===== src/rtl/rt_pkg.sv =====
package rt_pkg;

  typedef enum logic [2:0] {
    ST_IDLE, ST_GEN, ST_SHOW, ST_ENTRY, ST_PASS, ST_ALARM
  } tst_state_e;

  // Congruential step: multiplier 7, increment 5, modulus = period.
  // Full period when period is a power of three (7-1 divisible by 3, 5 coprime).
  function automatic int unsigned lcg_next(int unsigned x, int unsigned period);
    return (x * 32'd7 + 32'd5) % period;
  endfunction

  function automatic int unsigned pick_len(int unsigned x, int unsigned minl,
                                           int unsigned maxl);
    return minl + ((x >> 6) % (maxl - minl + 32'd1));
  endfunction

  function automatic int unsigned pick_digit(int unsigned x);
    return (x ^ (x >> 8)) & 32'd15;
  endfunction

  function automatic logic [31:0] sat_inc(logic [31:0] v, logic inc, logic [31:0] top);
    if (inc && (v < top)) return v + 32'd1;
    return v;
  endfunction

endpackage


===== src/rtl/rt_prng.sv =====
module rt_prng #(
  parameter int PERIOD = 19683,
  parameter int SEED   = 1
) (
  input  logic                      clk,
  input  logic                      rst_n,
  output logic [$clog2(PERIOD)-1:0] state_o
);
  localparam int STW = $clog2(PERIOD);

  logic [STW-1:0] st_q;
  logic [STW-1:0] st_nxt;

  always_comb st_nxt = STW'(rt_pkg::lcg_next(32'(st_q), PERIOD));

  always_ff @(posedge clk or negedge rst_n) begin
    if (!rst_n) st_q <= STW'(SEED);
    else        st_q <= st_nxt;
  end

  assign state_o = st_q;

  // Checker counter: steps alongside the generator, wraps at PERIOD.
  logic [STW-1:0] cyc_q;
  always_ff @(posedge clk or negedge rst_n) begin
    if (!rst_n)                           cyc_q <= '0;
    else if (cyc_q == STW'(PERIOD - 1))   cyc_q <= '0;
    else                                  cyc_q <= cyc_q + 1'b1;
  end

  a_r10_period : assert property (@(posedge clk) disable iff (!rst_n)
    (st_q == STW'(SEED)) == (cyc_q == '0));
  a_r10_range : assert property (@(posedge clk) disable iff (!rst_n)
    st_q < STW'(PERIOD));

endmodule


===== src/rtl/rt_pattern.sv =====
module rt_pattern #(
  parameter int MAX_LEN = 12,
  parameter int LEN_W   = 4
) (
  input  logic                   clk,
  input  logic                   rst_n,
  input  logic                   wr_en,
  input  logic [LEN_W-1:0]       wr_idx,
  input  logic [3:0]             wr_digit,
  input  logic                   len_en,
  input  logic [LEN_W-1:0]       len_in,
  input  logic [LEN_W-1:0]       rd_idx,
  output logic [3:0]             rd_digit,
  output logic [LEN_W-1:0]       len_o,
  output logic [MAX_LEN*4-1:0]   flat_o
);
  logic [3:0]       slot_q [MAX_LEN];
  logic [LEN_W-1:0] len_q;

  always_ff @(posedge clk or negedge rst_n) begin
    if (!rst_n)      len_q <= '0;
    else if (len_en) len_q <= len_in;
  end

  for (genvar g = 0; g < MAX_LEN; g++) begin : g_slot
    always_ff @(posedge clk or negedge rst_n) begin
      if (!rst_n)                                   slot_q[g] <= 4'h0;
      else if (wr_en && (wr_idx == LEN_W'(g)))      slot_q[g] <= wr_digit;
    end
    assign flat_o[g*4 +: 4] = (LEN_W'(g) < len_q) ? slot_q[g] : 4'h0;
  end

  assign rd_digit = slot_q[rd_idx];
  assign len_o    = len_q;

endmodule


===== src/rtl/rt_ms_timer.sv =====
module rt_ms_timer #(
  parameter int SHOW_MS = 2000,
  parameter int TIME_W  = 16
) (
  input  logic              clk,
  input  logic              rst_n,
  input  logic              ms_tick,
  input  logic              show_run,
  input  logic              react_run,
  output logic              show_done,
  output logic [TIME_W-1:0] react_now
);
  localparam int SCW = $clog2(SHOW_MS + 1);

  logic [SCW-1:0]    show_cnt_q;
  logic [TIME_W-1:0] react_q;

  assign show_done = show_run && ms_tick && (show_cnt_q == SCW'(SHOW_MS - 1));
  assign react_now = TIME_W'(rt_pkg::sat_inc(32'(react_q), ms_tick,
                                             32'({TIME_W{1'b1}})));

  always_ff @(posedge clk or negedge rst_n) begin
    if (!rst_n) begin
      show_cnt_q <= '0;
      react_q    <= '0;
    end else begin
      show_cnt_q <= show_run  ? show_cnt_q + SCW'(ms_tick) : '0;
      react_q    <= react_run ? react_now : '0;
    end
  end

  a_r3_show_bound : assert property (@(posedge clk) disable iff (!rst_n)
    show_run |-> (show_cnt_q < SCW'(SHOW_MS)));
  a_r6_no_wrap : assert property (@(posedge clk) disable iff (!rst_n)
    (react_run && (react_q == {TIME_W{1'b1}})) |=> (react_q == {TIME_W{1'b1}}));
  a_r6_unit_step : assert property (@(posedge clk) disable iff (!rst_n)
    react_run |=> ((react_q == $past(react_q)) || (react_q == $past(react_q) + 1'b1)));

endmodule


===== src/rtl/recall_tester.sv =====
module recall_tester #(
  parameter int MIN_LEN     = 6,
  parameter int MAX_LEN     = 12,
  parameter int SHOW_MS     = 2000,
  parameter int MAX_TRIES   = 3,
  parameter int TIME_W      = 16,
  parameter int PRNG_PERIOD = 19683,
  parameter int PRNG_SEED   = 1
) (
  input  logic                         clk,
  input  logic                         rst_n,
  input  logic                         start_req,
  input  logic                         ms_tick,
  input  logic                         key_valid,
  input  logic [3:0]                   key_digit,
  output logic [MAX_LEN*4-1:0]         disp_digits,
  output logic [$clog2(MAX_LEN+1)-1:0] disp_len,
  output logic                         disp_show,
  output logic                         result_valid,
  output logic [TIME_W-1:0]            result_ms,
  output logic                         alarm
);
  import rt_pkg::*;

  localparam int LEN_W = $clog2(MAX_LEN + 1);
  localparam int TRY_W = $clog2(MAX_TRIES + 1);
  localparam int STW   = $clog2(PRNG_PERIOD);

  tst_state_e        st_q;
  logic [LEN_W-1:0]  gen_idx_q, key_idx_q;
  logic [TRY_W-1:0]  tries_q;
  logic              miss_q, res_v_q, alarm_q;
  logic [TIME_W-1:0] result_q;

  logic [STW-1:0]       rnd;
  logic [3:0]           rd_digit, gen_digit;
  logic [LEN_W-1:0]     pat_len, gen_len;
  logic [MAX_LEN*4-1:0] pat_flat;
  logic [TIME_W-1:0]    react_now;

  // Named internal events
  logic gen_we, gen_first, gen_last, show_run, react_run, show_done;
  logic key_take, digit_eq, key_last, entry_ok, entry_bad, out_of_tries;

  assign gen_we       = (st_q == ST_GEN);
  assign gen_first    = gen_we && (gen_idx_q == '0);
  assign gen_last     = gen_we && (gen_idx_q == LEN_W'(MAX_LEN - 1));
  assign show_run     = (st_q == ST_SHOW);
  assign react_run    = (st_q == ST_ENTRY);
  assign key_take     = react_run && key_valid && !start_req;
  assign digit_eq     = (rd_digit == key_digit);
  assign key_last     = key_take && (key_idx_q == pat_len - 1'b1);
  assign entry_ok     = key_last && !miss_q && digit_eq;
  assign entry_bad    = key_last && !entry_ok;
  assign out_of_tries = entry_bad && (tries_q == TRY_W'(MAX_TRIES - 1));

  assign gen_digit = 4'(pick_digit(32'(rnd)));
  assign gen_len   = LEN_W'(pick_len(32'(rnd), MIN_LEN, MAX_LEN));

  rt_prng #(.PERIOD(PRNG_PERIOD), .SEED(PRNG_SEED)) prng_i (
    .clk(clk), .rst_n(rst_n), .state_o(rnd)
  );

  rt_pattern #(.MAX_LEN(MAX_LEN), .LEN_W(LEN_W)) pat_i (
    .clk(clk), .rst_n(rst_n),
    .wr_en(gen_we), .wr_idx(gen_idx_q), .wr_digit(gen_digit),
    .len_en(gen_first), .len_in(gen_len),
    .rd_idx(key_idx_q), .rd_digit(rd_digit),
    .len_o(pat_len), .flat_o(pat_flat)
  );

  rt_ms_timer #(.SHOW_MS(SHOW_MS), .TIME_W(TIME_W)) tmr_i (
    .clk(clk), .rst_n(rst_n), .ms_tick(ms_tick),
    .show_run(show_run), .react_run(react_run),
    .show_done(show_done), .react_now(react_now)
  );

  always_ff @(posedge clk or negedge rst_n) begin
    if (!rst_n) begin
      st_q      <= ST_IDLE;
      gen_idx_q <= '0;
      key_idx_q <= '0;
      tries_q   <= '0;
      miss_q    <= 1'b0;
      res_v_q   <= 1'b0;
      alarm_q   <= 1'b0;
      result_q  <= '0;
    end else if (start_req) begin
      st_q      <= ST_GEN;
      gen_idx_q <= '0;
      tries_q   <= '0;
      res_v_q   <= 1'b0;
      alarm_q   <= 1'b0;
      result_q  <= '0;
    end else begin
      unique case (st_q)
        ST_GEN: begin
          gen_idx_q <= gen_idx_q + 1'b1;
          key_idx_q <= '0;
          miss_q    <= 1'b0;
          if (gen_last) st_q <= ST_SHOW;
        end
        ST_SHOW: if (show_done) st_q <= ST_ENTRY;
        ST_ENTRY: if (key_take) begin
          key_idx_q <= key_idx_q + 1'b1;
          miss_q    <= miss_q | !digit_eq;
          if (entry_ok) begin
            st_q     <= ST_PASS;
            res_v_q  <= 1'b1;
            result_q <= react_now;
          end else if (out_of_tries) begin
            st_q    <= ST_ALARM;
            alarm_q <= 1'b1;
            tries_q <= tries_q + 1'b1;
          end else if (entry_bad) begin
            st_q      <= ST_GEN;
            gen_idx_q <= '0;
            tries_q   <= tries_q + 1'b1;
          end
        end
        default: ;
      endcase
    end
  end

  assign disp_show    = show_run;
  assign disp_digits  = show_run ? pat_flat : '0;
  assign disp_len     = show_run ? pat_len : '0;
  assign result_valid = res_v_q;
  assign result_ms    = result_q;
  assign alarm        = alarm_q;

  a_r2_len_range : assert property (@(posedge clk) disable iff (!rst_n)
    disp_show |-> ((disp_len >= LEN_W'(MIN_LEN)) && (disp_len <= LEN_W'(MAX_LEN))));
  a_r4_no_key_in_show : assert property (@(posedge clk) disable iff (!rst_n)
    (st_q == ST_SHOW) |=> (key_idx_q == '0));
  a_r5_result_hold : assert property (@(posedge clk) disable iff (!rst_n)
    (res_v_q && !start_req) |=> (res_v_q && $stable(result_q)));
  a_r7_retry : assert property (@(posedge clk) disable iff (!rst_n)
    (entry_bad && !out_of_tries && !start_req) |=> (gen_we && !alarm_q && !res_v_q));
  a_r8_alarm_hold : assert property (@(posedge clk) disable iff (!rst_n)
    (alarm_q && !start_req) |=> (alarm_q && !disp_show));
  a_r8_one_outcome : assert property (@(posedge clk) disable iff (!rst_n)
    !(alarm_q && res_v_q));
  a_r9_start_clears : assert property (@(posedge clk) disable iff (!rst_n)
    start_req |=> (!res_v_q && !alarm_q && (tries_q == '0) && gen_we));

endmodule


===== config.mk =====
export PLATFORM = sky130hd
export DESIGN_NAME = recall_tester
export DESIGN_NICKNAME = d
export VERILOG_FILES = /design/src/rtl/rt_pkg.sv /design/src/rtl/rt_prng.sv /design/src/rtl/rt_pattern.sv /design/src/rtl/rt_ms_timer.sv /design/src/rtl/recall_tester.sv
export SDC_FILE = /design/constraint.sdc
export NUM_CORES = 1
export LEC_CHECK = 0
export BUFFER_PORTS_ARGS = -buffer_cell sky130_fd_sc_hd__buf_2
export CORE_ASPECT_RATIO = 1.1
export CORE_MARGIN = 10
export CORE_UTILIZATION = 65
export CTS_CLUSTER_DIAMETER = 50
export DETAILED_ROUTE_END_ITERATION = 7
export PLACE_DENSITY = 0.9
export SYNTH_ARGS = -nofsm -noshare
export SYNTH_HDL_FRONTEND = slang
export SYNTH_SLANG_ARGS = --single-unit

===== constraint.sdc =====
create_clock -name clk -period 16.4 [get_ports clk]
set_clock_uncertainty 0.05 [all_clocks]
set_input_delay 3.28 -clock clk [delete_from_list [all_inputs] [get_ports clk]]
set_output_delay 3.28 -clock clk [all_outputs]
set_load 0.02 [all_outputs]

# Yosys cells after proc, flatten, opt, wreduce, memory -nomap -nowiden
# Index checks and enable logic that the tools add are counted.
# totals
reg_bits	126
latchBits	0
ram_bits	0
romBits	0
input_bits	9
output_inout_bits	71
elab_cells	180
mem_count	0
# classes
n_addsub	8
multipliers	1
n_div	2
n_lt_le_gt_ge	14
eq_ne	27
shifts	0
mux	59
bitwise	4
n_reduce_logical	41
# ops
operator	count
2-to-1 mux 16 bit	7
2-to-1 mux 4 bit	21
2-to-1 mux 48 bit	1
modulo 32 x 15 -> 32 bit, second input constant	1
modulo 9 x 3 -> 32 bit, second input constant	1
logical AND 1 bit	22
2-to-1 mux 3 bit	7
adder 18 x 3 -> 19 bit, second input constant	1
multiplier 15 x 3 -> 18 bit, second input constant	1
adder 16 x 1 -> 16 bit, second input constant	1
binary-select mux 4 bit (select 4 bit)	1
== test 4 x 3 -> 1 bit, second input constant	4
== test 4 bit, second input constant	4
less-than comparator 16 bit, second input constant	1
less-than comparator 3 x 4 -> 1 bit, first input constant	4
less-than comparator 4 bit, first input constant	4
one-hot mux 4 bit (2 select lines)	2
2-to-1 mux 2 bit	6
adder 11 x 1 -> 11 bit	1
== test 11 bit, second input constant	1
2-to-1 mux 1 bit	11
2-to-1 mux 11 bit	1
AND reduction 5 bit	2
nonzero test 2 bit	5
other kinds (30)	46

# Longest topological paths before layout
# Gate-level depths: netlist of run 1.
# depth
ltp_word	14
depth_mapped	41
depth_no_buf	37

# Cells and area by module
# A second synthesis of run 1 with hierarchy kept.
# unflattened
hier_cells	1506
area_unflattened_um2	13075.0
# modules_own_cells
module	n_inst	cells_each	area_each_um2	seq_area_each_um2
rt_prng	1	739	5725.5	376.6
recall_tester	1	378	2944.1	800.8
rt_pattern	1	230	2806.4	1301.2
rt_ms_timer	1	159	1599.0	675.6

# Worst setup path before layout of run 1
# Ideal clock, no wire load.
# synth_path
kind	register -> register
from	register prng_i.st_q[0] (netlist: prng_i.state_o[0])
to	register prng_i.st_q[5] (netlist: prng_i.state_o[5])
setup_ns	0.131
arrival_time_ns	8.660
required_time_ns	16.219
setup_slack_ns	7.558
path_stages_with_launch	42
path_buffers	5
synth_period_minus_slack_ns	8.842
path_cell_list	dfstp_2 inv_1 ha_1 ha_1 or2_2 ha_1 a21o_1 and4_4 buf_6 or4b_4 a311o_1 and4_1 buf_6 o211ai_4 nand2_4 mux2_4 o41ai_4 a21oi_2 [6 not listed] ha_1 inv_1 o211ai_1 o21ba_2 and3_1 and3_1 clkbuf_1 nor2_1 xnor2_1 ha_1 nor2_1 nor3_1 and4bb_1 nand4bb_1 a21oi_2 buf_6 o21bai_2 xor2_1
# synth_via
elab_chain_cells	3
# synth_lines
item	line_no	source
from (decl)	rt_prng.sv:11	logic [STW-1:0] st_q;
from (signal assigned)	rt_prng.sv:17	if (!rst_n) st_q <= STW'(SEED);
from (signal assigned)	rt_prng.sv:18	else st_q <= st_nxt;
multiplier 15 x 3 -> 18 bit	rt_pkg.sv:10	return (x * 32'd7 + 32'd5) % period;
adder 18 x 3 -> 19 bit	rt_pkg.sv:10	
modulo 32 x 15 -> 32 bit	rt_pkg.sv:10	
named net prng_i.st_nxt[5]	rt_prng.sv:12	logic [STW-1:0] st_nxt;
# The timed path passes the listed nets, and every way through them passes these cells.
# A chain may end at the register's enable or synchronous reset.

# Worst setup path after layout of run 1
# layout_path
from	register prng_i.st_q[10] (netlist: prng_i.state_o[10])
to	register prng_i.st_q[1] (netlist: prng_i.state_o[1])
# Same word-level chain as after synthesis.

==> results.yml, run 1 <==
die:
  die_h_um: 163
  start_util_pct: 66.0
  core_sq_mm: 0.0184
  dieArea_sq_mm: 0.0246
  num_rows: 52
  pin_count: 80
  chipWidth_um: 150
route:
  firstDrtPassIters: 6
  drt-initial-drc-count: 1349
  vias: 11894
  routed_wl_um: 34900
  via_per_inst: 6.75
  drt-wirelength-per-cell_um: 19.8
  ant_nets: 0
  drt_drc_violations_left: 0
sta:
  fin_crit_ns: 11.10
  rsz0062_at_grt: "false"
  finalHoldViolations: 0
  finalMaxSlewViolations: 0
  setup_viol: 0
  max_slew_margin_pct: 11.5
  tightest_slew_ns: 1.32
  period_share_pct: 67.7
  max_freq_mhz: 90.1
  worst_slack_ns: 5.30
  finalSetupTns_ns: 0
  hold_ws_ns: 0.453
clock_network:
  clk_pin_slew_ns: 0.06
  numClockSinks: 126
  cts_tree: "done"
  post_cts_resized: 0
  htreeDepth: 4
  cts_max_path_buffers: 2
  post_cts_buffers: 0
  holdBufCountCts: 0
  numCtsBuffers: 17
  cts-root-buf: "clkbuf_16"
  clk_latency_ns: 0.42
worst_setup_path:
  cp.buffers_inverters: 1
  critical-path-top-delay-family: "compound AO/OA/AOI/OAI gates"
  cp_slowest_cell: "nor2_1"
  crit_path_start_kind: "flip-flop"
  rr_worst_depth: 34
  cp_max_fo: 13
  critPathCaptureType: "flip-flop"
  cp.arrival_ns: 11.35
  crit_cells: 34
  worstPathRequired_ns: 16.65
  critical_path_class: "flip-flop to flip-flop"
  critPathMaxStageDelay_ns: 0.71
min_path:
  hp-class: "flip-flop to flip-flop"
  min_path_cells: 2
power:
  sw_frac_of_total_pct: 28.0
  ir_drop_v: 0.0000512
  combPwrFrac_pct: 9.5
  clkPwrFrac_pct: 45.0
  p_int_mw: 0.597
  switching_power_mw: 0.232
  p_leak_nw: 5.81
  p_per_area_mw_per_mm2: 62.8
  seq_power_share_pct: 45.4
run_status:
  status: "completed"
grt:
  grt-ovfl-total: 0
  antenna_found_initial: 0
  grt_max_degree: 86
  grt.total_usage_pct: 28.1
  grt_pass1_wl_um: 57500
  grt_pass1_vias: 11499
layout:
  fill_cells: 1313
  seq_area_sq_mm: 0.00315
  multi_input_area_sq_mm: 0.00857
  antenna_cells: 0
  area_growth_pct: 8.68
  finalNetCount: 1597
  drive_gt1_share_pct: 12.9
  final_util_pct: 71.7
synthesis:
  netlist_top_cells_area: "dfrtp_1, ha_1, xnor2_1, o21ai_0, nand2_1"
  ys_seq_elements: 126
  synthCells: 1462
  yosysUniqueCellTypes: 120
  syn_nets: 1552
  yosysWarnings: 0
  synth_top_area_share_pct: 25.7
  yosysSeqAreaShare_pct: 26.0
  syn_avg_cell_area_sq_um: 8.31
  synthFlopType: "dfrtp_1"
  synth_area_sq_mm: 0.0122
  synth-async-reset-ratio_pct: 100
  synth_top_area_cell: "dfrtp_1"
  synth_edf_count: 0
placed_design:
  dp_hpwl_um: 25100
  numPortBuffers: 79
  gp_congestion: 0.972
  post-place-ws_ns: 5.73
flow_run:
  drv_cap: 0
-- cell type report --
class | instances | share of cell area [%]
Clock buffer | 17 | 3.22
Clock inverter | 15 | 1.21
Tap cell | 243 | 2.30
Timing Repair Buffer | 82 | 3.18
Inverter | 47 | 1.34
Multi-Input combinational cell | 1233 | 64.9
Sequential cell | 126 | 23.9
-- per-layer routing --
metal	global-route usage, %	part of all wire, %	up-vias
met4	14.1	4.7	0
met2	47.8	49	739
met3	4.95	8.4	169
li1	-	-	5379
met1	33.3	38	5607
met5	0	0	-
-- worst register-to-register path, delay by kind of cell (launching register included) --
kind	cells	cell delay (ns)
AOI/OAI and AO/OA	14	4.16
and+or+nand+nor	9	2.55
adders and majority gates	5	1.83
xor gates and xnor gates	4	1.28
DFF	1	0.67
muxes	1	0.36
buffers and inverters	1	0.10
-- power by group through the flow --
stage	registers, mW	logic [mW]	clock network [mW]
finish	0.377	0.0791	0.373
global route	0.378	0.0864	0.388
CTS	0.373	0.0776	0.373
detailed placement	0.377	0.0725	0
global placement	0.374	0.0676	0
floorplan	0.359	0.0550	0
-- placed cells by master, fill, tap and decap left out, types with 7 or more instances in the layout --
cell type / n
buf_2: 78
nand2b_1: 13
mux4_2: 12
o211ai_1: 13
o21ai_1: 15
o21ai_0: 115
nand3_1: 69
nand4_1: 14
nand2_1: 152
a211oi_1: 12
ha_1: 68
or2_2: 10
o21a_1: 11
a31oi_1: 16
clkbuf_16: 17
mux2i_1: 15
a21oi_1: 70
nor2b_1: 10
nor2_1: 133
a21o_1: 19
dfrtp_1: 125
fa_1: 13
inv_1: 46
and2_1: 56
or3_1: 17
nor3_1: 34
nor4_1: 10
and3_1: 25
xor2_1: 40
xnor2_1: 89
o22ai_1: 7
-- synth_stat cells (all sizes together), types with 7 or more instances --
| library cell | n |
|---|---|
| a211oi | 14 |
| a21boi | 10 |
| a21o | 19 |
| a21oi | 74 |
| a22o | 7 |
| a31oi | 17 |
| and2 | 58 |
| and3 | 25 |
| buf | 15 |
| clkbuf | 41 |
| dfrtp | 125 |
| fa | 13 |
| ha | 68 |
| inv | 46 |
| mux2 | 8 |
| mux2i | 16 |
| mux4 | 12 |
| nand2 | 155 |
| nand2b | 14 |
| nand3 | 69 |
| nand4 | 14 |
| nor2 | 134 |
| nor2b | 10 |
| nor3 | 34 |
| nor4 | 11 |
| o211ai | 16 |
| o21a | 11 |
| o21ai | 135 |
| o22ai | 9 |
| or2 | 13 |
| or3 | 17 |
| or4 | 7 |
| xnor2 | 90 |
| xor2 | 42 |
-- sequential cells by signal, summed over array words and instances (netlist names) --
signal	flops
pat_i.slot_q	48
result_ms	16
tmr_i.react_q	16
prng_i.state_o	15
tmr_i.show_cnt_q	11
gen_idx_q	4
key_idx_q	4
pat_i.len_o	4
st_q	3
tries_q	2
alarm	1
miss_q	1
result_valid	1
-- worst paths after layout --
check                                   start             endpoint  slack, ns
min in group asynchronous               rst_n  tmr_i.show_cnt_q[9]       2.79
max in group asynchronous               rst_n   prng_i.state_o[11]      12.06
min                              result_ms[2]         result_ms[2]       0.45
max reg2reg                prng_i.state_o[10]    prng_i.state_o[1]       5.30
min reg2reg                      result_ms[2]         result_ms[2]       0.45
max                        prng_i.state_o[10]    prng_i.state_o[1]       5.30
-- metrics by stage --
step,instances,total power [mW],area [sq um]
2_1_floorplan,1462,0.414,12200
3_3_place_gp,1731,0.442,12600
3_5_place_dp,1731,0.449,12600
4_1_cts,1763,0.824,13200
5_1_grt,1763,0.853,13200
6_report,1763,0.829,13200
-- logic make-up after synthesis --
family | share of synthesized area [%]
xor gates and xnor gates | 9.98
buffers and inverters | 3.55
and+or+nand+nor | 24.3
DFF | 26.0
AOI/OAI and AO/OA | 22.6
muxes | 4.42
adders and majority gates | 9.22
No activity file was read; power rests on OpenSTA's default activity.
==> run 2: changes to the inputs <==
--- a/config.mk
+++ b/config.mk
@@ -8,10 +8,10 @@
 export BUFFER_PORTS_ARGS = -buffer_cell sky130_fd_sc_hd__buf_2
 export CORE_ASPECT_RATIO = 1.1
 export CORE_MARGIN = 10
-export CORE_UTILIZATION = 65
+export CORE_UTILIZATION = 63
 export CTS_CLUSTER_DIAMETER = 50
 export DETAILED_ROUTE_END_ITERATION = 7
-export PLACE_DENSITY = 0.9
+export PLACE_DENSITY = 0.87
 export SYNTH_ARGS = -nofsm -noshare
 export SYNTH_HDL_FRONTEND = slang
 export SYNTH_SLANG_ARGS = --single-unit
==> constraint.sdc (replaced) <==
create_clock -name clk -period 11.6 [get_ports clk]
set_clock_uncertainty 0.05 [all_clocks]
set_input_delay 2.32 -clock clk [delete_from_list [all_inputs] [get_ports clk]]
set_output_delay 2.32 -clock clk [all_outputs]
set_load 0.02 [all_outputs]
==> run 2 against run 1 <==
  * Register-to-register slack lost 4.1 ns
  * Via count shrank 2.3%
  * Clock power grew 42%
  * Sequential cell count is the same
  * Global-route usage shrank 2.2 points
  * Non-clock buffer count grew 2
  * Setup slack lost 4.1 ns
  * Die area grew 2.8%
  * Total power grew 41%
  * Combinational power grew 37%
  * Hold slack gained 0.0019 ns
  * Core utilization shrank 2.2 points
==> results.yml, run 2 (same netlist as run 1, synthesis figures left out) <==
grt:
  grt_pass1_vias: 11271
  grt_pass1_wl_um: 56700
  antenna_found_initial: 0
  grt-ovfl-total: 0
  grt.total_usage_pct: 25.9
  grt_max_degree: 68
placed_design:
  gp_congestion: 0.966
  dp_hpwl_um: 24900
  numPortBuffers: 79
  placed_area_sq_mm: 0.0126
sta:
  max_freq_mhz: 95.8
  tightest_slew_ns: 1.33
  setup_viol: 0
  finalSetupTns_ns: 0
  max_slew_margin_pct: 10.9
  hold_ws_ns: 0.455
  rsz0062_at_grt: "false"
  period_share_pct: 90.0
  finalMaxSlewViolations: 0
  finalHoldViolations: 0
  fin_crit_ns: 10.43
route:
  ant_nets: 0
  drt-wirelength-per-cell_um: 19.2
  vias: 11624
  drt-initial-drc-count: 983
  drt_drc_violations_left: 0
  via_per_inst: 6.57
  firstDrtPassIters: 6
  routed_wl_um: 33900
clock_network:
  numClockSinks: 126
  clk_latency_ns: 0.43
  post_cts_buffers: 0
  cts-root-buf: "clkbuf_16"
  cts_max_path_buffers: 2
  numCtsBuffers: 17
  post_cts_resized: 0
  holdBufCountCts: 0
  clk_pin_slew_ns: 0.06
  cts_tree: "done"
  htreeDepth: 4
worst_setup_path:
  cp_max_fo: 13
  crit_path_start_kind: "flip-flop"
  worstPathRequired_ns: 11.85
  cpMostUsedCell: "nor2_1"
  critPathMaxStageDelay_ns: 0.68
  cp.arrival_ns: 10.69
  reg2reg_slack_ns: 1.17
  critical_path_class: "flip-flop to flip-flop"
  critPathCaptureType: "flip-flop"
  cp_slowest_cell: "a21oi_2"
min_path:
  hp-class: "flip-flop to flip-flop"
layout:
  fin_area_sq_mm: 0.0132
  final_cell_mix: "nand2_1, nor2_1, dfrtp_1"
  area_growth_pct: 8.85
  largest_reg_flops: 48
  antenna_cells: 0
  drive_gt1_share_pct: 12.9
  top_register: "pat_i.slot_q"
  finalNetCount: 1599
  final_common_cell: "nand2_1"
power:
  p_leak_nw: 5.81
  total_power_mw: 1.17
  ir_drop_v: 0.000106
  p_per_area_mw_per_mm2: 88.5
die:
  dieArea_sq_mm: 0.0253
  chipWidth_um: 152
  num_rows: 53
  start_util_pct: 63.9
  pin_count: 80
  core_sq_mm: 0.0190
  die_h_um: 166
flow_run:
  drv_cap: 0
run_status:
  status: "completed"
## run 2: changes by cell type in the layout (fill, tap and decap cells not counted)
cell | before | now
clkbuf_1 | 0 | 1
clkinvlp_4 | 2 | 3
buf_4 | 4 | 6
inv_6 | 6 | 5
clkinv_2 | 3 | 1
clkinv_4 | 2 | 3
## run 2: cell type report
class / count / area (sq um)
Clock inverter: 14 / 158
Fill cell: 1402 / 5800
Clock buffer: 18 / 429
Multi-Input combinational cell: 1233 / 8570
Timing Repair Buffer: 84 / 435
Inverter: 47 / 176
Sequential cell: 126 / 3150
Tap cell: 247 / 309
## run 2: routing by layer
layer | share of wire (%) | up-vias | global-route usage (%) | wire length (um)
met5 | 0 | - | 0 | 0
met4 | 4.1 | 0 | 12.6 | 1390
li1 | - | 5388 | - | -
met1 | 40 | 5527 | 31.4 | 13400
met2 | 49 | 582 | 44.0 | 16500
met3 | 7.6 | 127 | 4.07 | 2590
## run 2: path summary, 6_finish.rpt
path,from,end,depth (start not counted)
max,prng_i.state_o[10],prng_i.state_o[1],35
min,result_ms[12],result_ms[12],2
max reg2reg,prng_i.state_o[10],prng_i.state_o[1],35
min reg2reg,result_ms[12],result_ms[12],2
max in group asynchronous,rst_n,prng_i.state_o[13],2
min in group asynchronous,rst_n,tmr_i.show_cnt_q[8],1
## run 2: critical path, delay by kind of cell, from the launching register on
kind	cells	cell delay [ns]
multiplexers	1	0.36
buffers and inverters	2	0.31
AO/OA/AOI/OAI	11	3.32
flip-flops	1	0.67
adder cells (fa/ha/maj)	5	1.80
XOR/XNOR	3	0.92
AND/OR/NAND/NOR	13	2.88
## run 2: per-stage QoR
| step | setup slack (ns) | cells | util [%] |
|---|---|---|---|
| after detailed placement | 1.43 | 1737 | 66.4 |
| final | 1.17 | 1769 | 69.5 |
| after global routing | 0.441 | 1769 | 69.5 |
| after global placement | 1.68 | 1737 | 66.4 |
| after floorplan | 2.76 | 1462 | - |
| after CTS | 1.35 | 1769 | 69.5 |
## run 2: power breakdown
part | total (mW) | leakage [nW] | internal, mW | switching (mW)
Clock | 0.531 | 0.278 | 0.319 | 0.211
Sequential | 0.532 | 1.66 | 0.480 | 0.0516
Combinational | 0.108 | 3.87 | 0.0450 | 0.0631
Total | 1.17 | 5.81 | 0.845 | 0.326
